[src/rtl/fact_pkg.sv]
package fact_pkg;

  typedef enum logic [2:0] {
    ST_IDLE = 3'b000,
    ST_LOAD = 3'b001,
    ST_TEST = 3'b010,
    ST_MUL  = 3'b011,
    ST_DONE = 3'b100
  } fact_state_e;

  typedef struct packed {
    logic loadN;    // load counter from operand, set product to one
    logic mulStep;  // product *= count, count -= 1
    logic outEn;    // present product on the result bus
  } fact_ctrl_t;

endpackage

[src/rtl/fact_ctrl.sv]
module fact_ctrl
  import fact_pkg::*;
(
  input  logic       clk,
  input  logic       rstN,
  input  logic       startReq,
  input  logic       gtOne,
  output fact_ctrl_t ctl,
  output logic       doneOut
);

  fact_state_e state, stateNext;

  always_ff @(posedge clk or negedge rstN) begin
    if (!rstN) state <= ST_IDLE;
    else       state <= stateNext;
  end

  always_comb begin
    case (state)
      ST_IDLE: stateNext = startReq ? ST_LOAD : ST_IDLE;
      ST_LOAD: stateNext = ST_TEST;
      ST_TEST: stateNext = gtOne ? ST_MUL : ST_DONE;
      ST_MUL:  stateNext = ST_TEST;
      ST_DONE: stateNext = ST_IDLE;
      default: stateNext = ST_IDLE;
    endcase
  end

  always_comb begin
    ctl.loadN   = (state == ST_LOAD);
    ctl.mulStep = (state == ST_MUL);
    ctl.outEn   = (state == ST_DONE);
    doneOut     = (state == ST_DONE);
  end


  done_pulse_chk: assert property (@(posedge clk) disable iff (!rstN)
    (state == ST_DONE) |=> (state == ST_IDLE));


  restart_chk: assert property (@(posedge clk) disable iff (!rstN)
    (state == ST_IDLE && startReq) |=> (state == ST_LOAD));


  mul_after_test_chk: assert property (@(posedge clk) disable iff (!rstN)
    (stateNext == ST_MUL) |-> (state == ST_TEST && gtOne));

endmodule

[src/rtl/fact_dp.sv]
module fact_dp
  import fact_pkg::*;
#(
  parameter int N_W = 8,
  parameter int P_W = 32
) (
  input  logic           clk,
  input  logic           rstN,
  input  fact_ctrl_t     ctl,
  input  logic [N_W-1:0] nIn,
  output logic           gtOne,
  output logic [P_W-1:0] resultOut
);

  localparam logic [P_W-1:0] PROD_ONE = P_W'(1);

  logic [N_W-1:0] cnt;
  logic [P_W-1:0] prod;

  always_ff @(posedge clk or negedge rstN) begin
    if (!rstN) begin
      cnt  <= '0;
      prod <= '0;
    end else if (ctl.loadN) begin
      cnt  <= nIn;
      prod <= PROD_ONE;
    end else if (ctl.mulStep) begin
      prod <= prod * P_W'(cnt);
      cnt  <= cnt - 1'b1;
    end
  end

  assign gtOne     = (cnt > N_W'(1));
  assign resultOut = ctl.outEn ? prod : '0;


  mul_dec_chk: assert property (@(posedge clk) disable iff (!rstN)
    ctl.mulStep |=> (cnt == $past(cnt) - 1'b1));


  hold_chk: assert property (@(posedge clk) disable iff (!rstN)
    (!ctl.loadN && !ctl.mulStep) |=> ($stable(cnt) && $stable(prod)));


  finish_cnt_chk: assert property (@(posedge clk) disable iff (!rstN)
    ctl.outEn |-> !gtOne);

endmodule

[src/rtl/fact_engine.sv]
module fact_engine
  import fact_pkg::*;
#(
  parameter int N_W = 8,
  parameter int P_W = 32
) (
  input  logic           clk,
  input  logic           rstN,
  input  logic           startReq,
  input  logic [N_W-1:0] nIn,
  output logic           doneOut,
  output logic           resultEn,
  output logic [P_W-1:0] resultOut
);

  fact_ctrl_t ctl;
  logic       gtOne;

  fact_ctrl u_ctrl (
    .clk      (clk),
    .rstN     (rstN),
    .startReq (startReq),
    .gtOne    (gtOne),
    .ctl      (ctl),
    .doneOut  (doneOut)
  );

  fact_dp #(.N_W(N_W), .P_W(P_W)) u_dp (
    .clk       (clk),
    .rstN      (rstN),
    .ctl       (ctl),
    .nIn       (nIn),
    .gtOne     (gtOne),
    .resultOut (resultOut)
  );

  assign resultEn = ctl.outEn;


  en_done_chk: assert property (@(posedge clk) disable iff (!rstN)
    (resultEn == doneOut) && (resultEn || resultOut == '0));

endmodule

[config.mk]
export PLATFORM = sky130hd
export DESIGN_NAME = fact_engine
export DESIGN_NICKNAME = d
export VERILOG_FILES = /design/src/rtl/fact_pkg.sv /design/src/rtl/fact_ctrl.sv /design/src/rtl/fact_dp.sv /design/src/rtl/fact_engine.sv
export SDC_FILE = /design/constraint.sdc
export NUM_CORES = 1
export LEC_CHECK = 0
export BUFFER_PORTS_ARGS = -buffer_cell sky130_fd_sc_hd__clkbuf_2
export CAP_MARGIN = 20
export CORE_MARGIN = 8
export CORE_UTILIZATION = 33
export CTS_CLUSTER_SIZE = 12
export DETAILED_ROUTE_END_ITERATION = 10
export PLACE_DENSITY = 0.44
export SYNTH_ARGS = -nofsm -noshare
export SYNTH_HDL_FRONTEND = slang
export SYNTH_SLANG_ARGS = --single-unit
[constraint.sdc]
create_clock -name clk -period 5.5 [get_ports clk]
set_input_delay 1.65 -clock clk [delete_from_list [all_inputs] [get_ports clk]]
set_output_delay 1.65 -clock clk [all_outputs]
set_load 0.005 [all_outputs]
After elaboration in Yosys (flattened, before gate mapping)
Index checks and enable logic that the tools add are counted.
Cells by class
  reduce and logical (&&, ||, !) cells: 3
  eq/ne operators: 4
  mux-type cells: 8
  add/sub/neg operators: 1
  multiply operators: 1
  $lt $le $gt $ge: 1
Operators by type and width (number)
  32-bit 2-to-1 mux: 3
  32-bit by 8-bit multiplier with 32-bit output: 1
  8-bit 2-to-1 mux: 2
  3-bit case mux with 3 select lines: 1
  8-bit by 1-bit > comparator with 1-bit output (second input constant): 1
  8-bit by 1-bit subtractor with 8-bit output (second input constant): 1
  3-bit by 2-bit equality test with 1-bit output (second input constant): 2
  3-bit by 1-bit equality test with 1-bit output (second input constant): 1
  3-bit equality test (second input constant): 1
  3-bit zero test: 1
  3-bit 2-to-1 mux: 1
  2-bit nonzero test: 1
  2-bit OR reduction: 1
  1-bit 2-to-1 mux: 1
Word-level totals
  logic and storage cells: 21
  output and inout port bits: 34
  bits in registers: 43

Depth between registers and ports, before layout
Gate-level depths: netlist of run 1.
  word-level depth: 3
  gate-level depth with buffers: 20
  depth with buffers taken out: 18

Modules after synthesis
Synthesis of run 1 repeated with hierarchy kept, for this count alone.
Unflattened totals
  cell total of the unflattened synthesis: 966
  area total of the unflattened synthesis: 8749.6 um2
By module, submodules not included
  fact_dp: area each 8598.2 um2, cells each 954, instances 1
  fact_ctrl: area each 151.4 um2, cells each 12, instances 1

Worst setup path after synthesis of run 1
Ideal clock, no wire load.
  kind: register to register
  start point: reg u_dp.cnt[2]
  end point: reg u_dp.prod[28]
  period minus slack after synthesis: 4.917 ns
  stages on the path, launching flop included: 20
  arrival: 4.785 ns
  buffers on the path: 2
  slack: 0.583 ns
  cell sequence: dfrtp_1 > clkbuf_1 > clkbuf_1 > nand2_1 > fa_1 > fa_1 > inv_1 > fa_1 > inv_1 > fa_1 > inv_1 > ha_1 > nor3_1 > nor4b_1 > a221o_2 > a211oi_2 > o31a_1 > nand2b_1 > xnor2_1 > o21ai_1
On the way
  cells in the longest elaborated chain, start to end: 3
RTL lines
  start, declared: RTL line fact_dp.sv:17  | logic [N_W-1:0] cnt;
  start signal, assigned: RTL line fact_dp.sv:25  | cnt <= nIn;
  start signal, assigned: RTL line fact_dp.sv:29  | cnt <= cnt - 1'b1;
  32-bit by 8-bit multiplier with 32-bit output: RTL line fact_dp.sv:28  | prod <= prod * P_W'(cnt);
  32-bit 2-to-1 mux: RTL line fact_dp.sv:27  | end else if (ctl.mulStep) begin
  32-bit 2-to-1 mux: RTL line fact_dp.sv:24  | end else if (ctl.loadN) begin
  end signal, assigned: RTL line fact_dp.sv:28
  end, declared: RTL line fact_dp.sv:18  | logic [P_W-1:0] prod;
Every way passes these cells. The select of a mux whose other input is x is not followed.
A chain may end at the register's enable or synchronous reset.

Worst setup path in the final report of run 1
  start point: reg u_dp.prod[5]
  end point: reg u_dp.prod[30]
On the way
  cells in the longest elaborated chain, start to end: 3
RTL lines (RTL line)
  32-bit by 8-bit multiplier with 32-bit output: fact_dp.sv:28
  32-bit 2-to-1 mux: fact_dp.sv:27
  32-bit 2-to-1 mux: fact_dp.sv:24
Every way passes these cells. The select of a mux whose other input is x is not followed.

==> metrics.md, run 1 <==
| Metric | Value |
|---|---|
| Most numerous cell in the Yosys netlist | `and2_1` |
| Final HPWL DP | `18500 um` |
| DRT iter0 DRCs | `310` |
| HP Start | `u_ctrl.state[2]` |
| Fin. Hold Viols | `0` |
| CTS Buffer Depth | `2` |
| Setup crit start | `u_dp.prod[5]` |
| Cell Area, Synth | `0.00851 mm2` |
| Initial cell density of the core | `33.7%` |
| Post-synth EDFFs | `0` |
| Clock buffer count from CTS | `5` |
| Period minus WS final | `5.11 ns` |
| Slew Limit Headroom | `41.7%` |
| Top_reg_cell synth | `dfrtp_1` |
| Ant diodes | `0` |
| Nets | `1187` |
| Max-Cap Viols | `0` |
| Die area | `0.0312 mm2` |
| Worst-Margin Slew | `0.872 ns` |
| Post-synth top area cell | `fa_1` |
| Area share of xor/xnor cells in the synthesized design | `3.81%` |
| FFs w/ async S/R, synth | `100%` |
| RSZ-0062 raised after global routing | `no` |
| Synth Area in Compound Gates | `9.07%` |
| Clock slew at reported path FFs | `0.07 ns` |
| Clock tree from TritonCTS | `done` |
| Antenna violations before repair | `0` |
| Worst min path class | `reg2reg` |
| Fin area | `0.00937 mm2` |
| Yosys reg bits | `43` |
| Critical path class | `reg2reg` |
| Sequential area share after synthesis | `12.6%` |
| Syn Inst Count | `946` |
| DR vias | `6273` |
| Vias per cell | `4.79` |
| Top cells by count, synth | `208 x and2_1, 156 x fa_1, 136 x inv_1` |
| WP data arrival | `5.25 ns` |
| Unique masters post-synth | `51` |
| IO Pins | `45` |
| Share of post-route cells with drive strength above 1 | `9.09%` |
| Gp weighted congestion | `0.781` |
| Placed Instance Area | `0.00922 mm2` |
| Largest family of logic cells by synthesized area | `adder cells` |
| Synth warnings | `0` |
| Placeable Area | `0.0253 mm2` |
| Avg Inst Size Synth | `9.00 um2` |
| Routed len/inst | `18.0 um` |
| Endpoint class of the critical path | `flop` |
| Fmax | `196 MHz` |
| IO Port Bufs | `44` |
| Max-slew violations | `0` |
| Outcome | `complete, no violations` |
| Resize count post-CTS | `0` |
| Final WL | `23600 um` |
| Final setup fails | `0` |
| Crit Path Max Fanout | `10` |
| Overflow after GRT | `0` |
| First-pass DRT Iterations | `4` |
| Part of the cycle the worst path needs | `92.9%` |
| Mux contribution to synthesized area | `0.470%` |
| Largest cells by area after synthesis | `fa_1 37%, and2_1 15%, dfrtp_1 13%` |
| Simple-gate share of the synthesized area | `22.9%` |
| Hold_ws | `0.514 ns` |
| Syn Nets | `1155` |
| Drt drc | `0` |
| Die X | `177 um` |
| Total GRT Usage | `16.3%` |
| First-pass GRT wire length | `40200 um` |
| Final ANT Viol Nets | `0` |
| Clock Latency Late Sink | `0.29 ns` |
| Setup bufs post-CTS | `0` |
| Rows | `58` |
| Crit path required time | `5.64 ns` |
| H-tree Lvls | `2` |
| Adder-Cell Fraction of Synth Area | `42.9%` |
| Vias in the first global route | `7049` |
| Largest net degree at the start of global routing | `44` |
| Origin of the critical flop-to-flop path | `u_dp.prod[5]` |
| Hold_buf cts | `0` |
| Root buf cell | `clkbuf_16` |
| Clock Skews | `0.00646 ns` |
| CP Launch Type | `flop` |
| Multi-input gate area | `0.00674 mm2` |
| Filler Cell Count | `2625` |
| Die height | `177 um` |
| Share of the synthesized area in the top cell type | `36.7%` |
| Area growth syn-to-layout | `10.1%` |
| Setup TNS | `0 ns` |
| Clock sink total | `43` |
| Register area | `0.00108 mm2` |
[cells by family after synthesis]
| logic type | count (synthesis) |
|---|---|
| buffers and inverters | 185 |
| and+or+nand+nor | 359 |
| DFF | 43 |
| AOI/OAI and AO/OA | 120 |
| xor gates and xnor gates | 37 |
| muxes | 4 |
| adders and majority gates | 198 |
[area by class of cell]
| cell class | instances | area share, % |
|---|---|---|
| Clock inverter | 2 | 0.133 |
| Multi-Input combinational cell | 718 | 71.9 |
| Clock buffer | 6 | 1.37 |
| Timing Repair Buffer | 72 | 5.17 |
| Tap cell | 330 | 4.40 |
| Sequential cell | 43 | 11.5 |
| Inverter | 138 | 5.53 |
[sequential cells by signal, summed over array words and instances, names as in the netlist]
name          flops
u_ctrl.state      3
u_dp.cnt          8
u_dp.prod        32
[layer usage]
layer | global-route usage [%] | share of wire [%] | vias up
li1 | - | - | 2983
met1 | 22.2 | 48 | 3216
met2 | 28.0 | 49 | 58
met3 | 1.64 | 2.2 | 16
met4 | 2.70 | 1.4 | 0
met5 | 0 | 0 | -
[critical path, cell delays in order (launching register included)]
cell,delay [ns]
dfrtp_1,0.57
nand2_1,0.15
fa_1,0.52
fa_1,0.55
inv_1,0.05
fa_1,0.48
inv_1,0.05
fa_1,0.49
inv_1,0.05
ha_1,0.31
nor3_1,0.30
nor4b_1,0.10
a221o_2,0.47
a211oi_2,0.35
o31a_1,0.23
a21oi_2,0.07
xnor2_1,0.14
o21ai_1,0.07
[stage by stage]
stage	utilization, %	instances	worst slack [ns]
floorplan	-	946	0.583
finish	37.1	1309	0.391
CTS	37.1	1308	0.358
global placement	36.5	1300	0.371
global route	37.1	1309	0.0560
detailed placement	36.5	1300	0.377
[layout by cell type, fill, tap and decap left out, types with 3 or more instances in the layout]
master and n:
a211oi_1 3, a211oi_2 3, a21o_1 11, a21oi_1 27
and2_1 208, and3_1 3, buf_12 4, buf_4 23
clkbuf_16 5, clkbuf_2 44, dfrtp_1 43, fa_1 156
ha_1 42, inv_1 136, mux2i_1 4, nand2_1 102
nand2b_1 3, nand3_1 12, nor2_1 12, nor3_1 5
o21ai_0 17, o21ai_1 24, o21bai_1 7, o22ai_1 6
o31ai_1 5, xnor2_1 22, xor2_1 15
[final timing paths]
| path | endpoint | slack [ns] | depth (start not counted) |
|---|---|---|---|
| setup / recovery | u_dp.prod[30] | 0.39 | 17 |
| hold / removal | u_ctrl.state[1] | 0.51 | 1 |
| setup reg to reg | u_dp.prod[30] | 0.39 | 17 |
| hold reg to reg | u_ctrl.state[1] | 0.51 | 1 |
| max in group asynchronous | u_dp.cnt[4] | 3.63 | 2 |
| min in group asynchronous | u_ctrl.state[1] | 1.46 | 2 |
Power of run 1 is not shown: default switching activity piles up to over one toggle a cycle in this logic, so the estimate is an artifact.
==> run 2: changes to the inputs <==
--- a/config.mk
+++ b/config.mk
@@ -12,6 +12,8 @@
 export CTS_CLUSTER_SIZE = 12
 export DETAILED_ROUTE_END_ITERATION = 10
 export PLACE_DENSITY = 0.44
+export RECOVER_POWER = 25
+export REMOVE_ABC_BUFFERS = 1
 export SYNTH_ARGS = -nofsm -noshare
 export SYNTH_HDL_FRONTEND = slang
 export SYNTH_SLANG_ARGS = --single-unit
==> metrics.md, run 2 (synthesis gave the netlist of run 1 again) <==
| Metric | Value |
|---|---|
| Met2 wire length | `11900 um` |
| Crit Path Max Fanout | `13` |
| Slew Limit Headroom | `-74.9%` |
| Fin. Hold Viols | `0` |
| Total GRT Usage | `16.4%` |
| Vias in the first global route | `7027` |
| Failing checks | `max-capacitance violations, max-slew violations` |
| Initial cell density of the core | `33.7%` |
| Largest net degree at the start of global routing | `44` |
| Crit path largest cell delay | `0.56 ns` |
| Drt drc | `0` |
| Hold_buf cts | `0` |
| Die height | `177 um` |
| CTS Buffer Depth | `2` |
| Critical path class | `reg2reg` |
| Period minus WS final | `5.10 ns` |
| Placed Instance Area | `0.00920 mm2` |
| Clock sink total | `43` |
| Critical path's top delay family | `adder cells` |
| Commonest non-fill, non-tap cell in the layout | `and2_1` |
| Nets | `1188` |
| Most used cell, CP | `fa_1` |
| Outcome | `finished with violations` |
| Clock Latency Late Sink | `0.29 ns` |
| Final WL | `24000 um` |
| DRT iter0 DRCs | `244` |
| Fin area | `0.00935 mm2` |
| Part of the cycle the worst path needs | `92.7%` |
| Overflow after GRT | `0` |
| Max-slew violations | `44` |
| Worst min path class | `reg2reg` |
| Regs by FF count | `u_dp.prod x32, u_dp.cnt x8, u_ctrl.state x3` |
| Max-Cap Viols | `1` |
| Gp weighted congestion | `0.799` |
| CP cell instances | `buf_4 -> and2_1 -> fa_1 -> fa_1 -> fa_1 -> inv_1 -> fa_1 -> inv_1 -> ha_1 -> nor3_1 -> nor4b_1 -> a221o_2 -> a211oi_2 -> o31a_1 -> a21oi_2 -> xnor2_1 -> o21ai_1` |
| Clock slew at reported path FFs | `0.06 ns` |
| Setup bufs post-CTS | `0` |
| Antenna violations before repair | `1` |
| Met3 wire len | `437 um` |
| H-tree Lvls | `2` |
| RSZ-0062 raised after global routing | `no` |
| Routed len/inst | `18.3 um` |
| CP Launch Type | `flop` |
| Setup TNS | `0 ns` |
| First-pass DRT Iterations | `4` |
| Die area | `0.0312 mm2` |
| M1 WL | `11400 um` |
| Crit path required time | `5.65 ns` |
| Worst path buffer plus inverter count | `3` |
| Area growth syn-to-layout | `9.82%` |
| Clock buffer count from CTS | `5` |
| Clock tree from TritonCTS | `done` |
| Worst-Margin Slew | `2.62 ns` |
| Fmax | `196 MHz` |
| Crit-path slowest cell | `fa_1` |
| Commonest non-fill, non-tap cells in the layout | `208 x and2_1, 156 x fa_1, 136 x inv_1` |
| Vias per cell | `4.77` |
| Placeable Area | `0.0253 mm2` |
| Final HPWL DP | `18800 um` |
| Uppermost layer routed | `met4` |
| Die X | `177 um` |
| First-pass GRT wire length | `40400 um` |
| Final setup fails | `0` |
| Final ANT Viol Nets | `0` |
| WP data arrival | `5.24 ns` |
| DR vias | `6251` |
| Rows | `58` |
| Filler Cell Count | `2652` |
| IO Pins | `45` |
| Most flops, register | `u_dp.prod` |
| Resize count post-CTS | `0` |
| Share of post-route cells with drive strength above 1 | `9.30%` |
| Max reg flops | `32` |
| IO Port Bufs | `44` |
| Clock Skews | `0.00676 ns` |
| Root buf cell | `clkbuf_16` |
| Endpoint class of the critical path | `flop` |
[run 2: final cells by class]
| type | instances | area, um2 | share of cell area [%] |
|---|---|---|---|
| Tap cell | 330 | 413 | 4.42 |
| Inverter | 138 | 518 | 5.54 |
| Clock inverter | 1 | 5.00 | 0.0535 |
| Antenna cell | 1 | 2.50 | 0.0268 |
| Timing Repair Buffer | 73 | 447 | 4.78 |
| Clock buffer | 6 | 139 | 1.49 |
| Sequential cell | 43 | 1080 | 11.5 |
| Multi-Input combinational cell | 718 | 6750 | 72.2 |
[run 2: stage by stage]
step                setup slack [ns]  instances  util [%]  hold WS, ns
floorplan                      0.581        899         -        0.467
global placement               0.198       1302      36.4        0.506
detailed placement             0.176       1302      36.4        0.503
CTS                            0.135       1309      37.0        0.514
global route                  0.0562       1309      37.0        0.557
finish                         0.404       1310      37.0        0.522
[run 2: worst register-to-register path, delay by kind of cell (launching register included)]
kind            cells  cell delay, ns
fa+ha+maj           5            2.21
simple gates        3            0.55
compound gates      5            1.19
buf+inv             3            0.33
flops               1            0.52
xor+xnor            1            0.15
[run 2: per-layer routing]
metal,vias to the layer above,global-route usage [%]
li1,2983,-
met1,3192,22.4
met2,64,28.7
met3,12,1.24
met4,0,2.38
met5,-,0
[run 2: worst paths after layout]
kind | start | endpoint | slack, ns | depth (start not counted)
hold reg to reg | u_ctrl.state[2] | u_ctrl.state[1] | 0.52 | 1
hold / removal | u_ctrl.state[2] | u_ctrl.state[1] | 0.52 | 1
max in group asynchronous | rstN | u_dp.cnt[4] | 1.55 | 2
min in group asynchronous | rstN | u_dp.prod[0] | 2.27 | 2
setup / recovery | u_dp.cnt[4] | u_dp.prod[30] | 0.40 | 17
setup reg to reg | u_dp.cnt[4] | u_dp.prod[30] | 0.40 | 17
Power of run 2 is left out for the same reason.
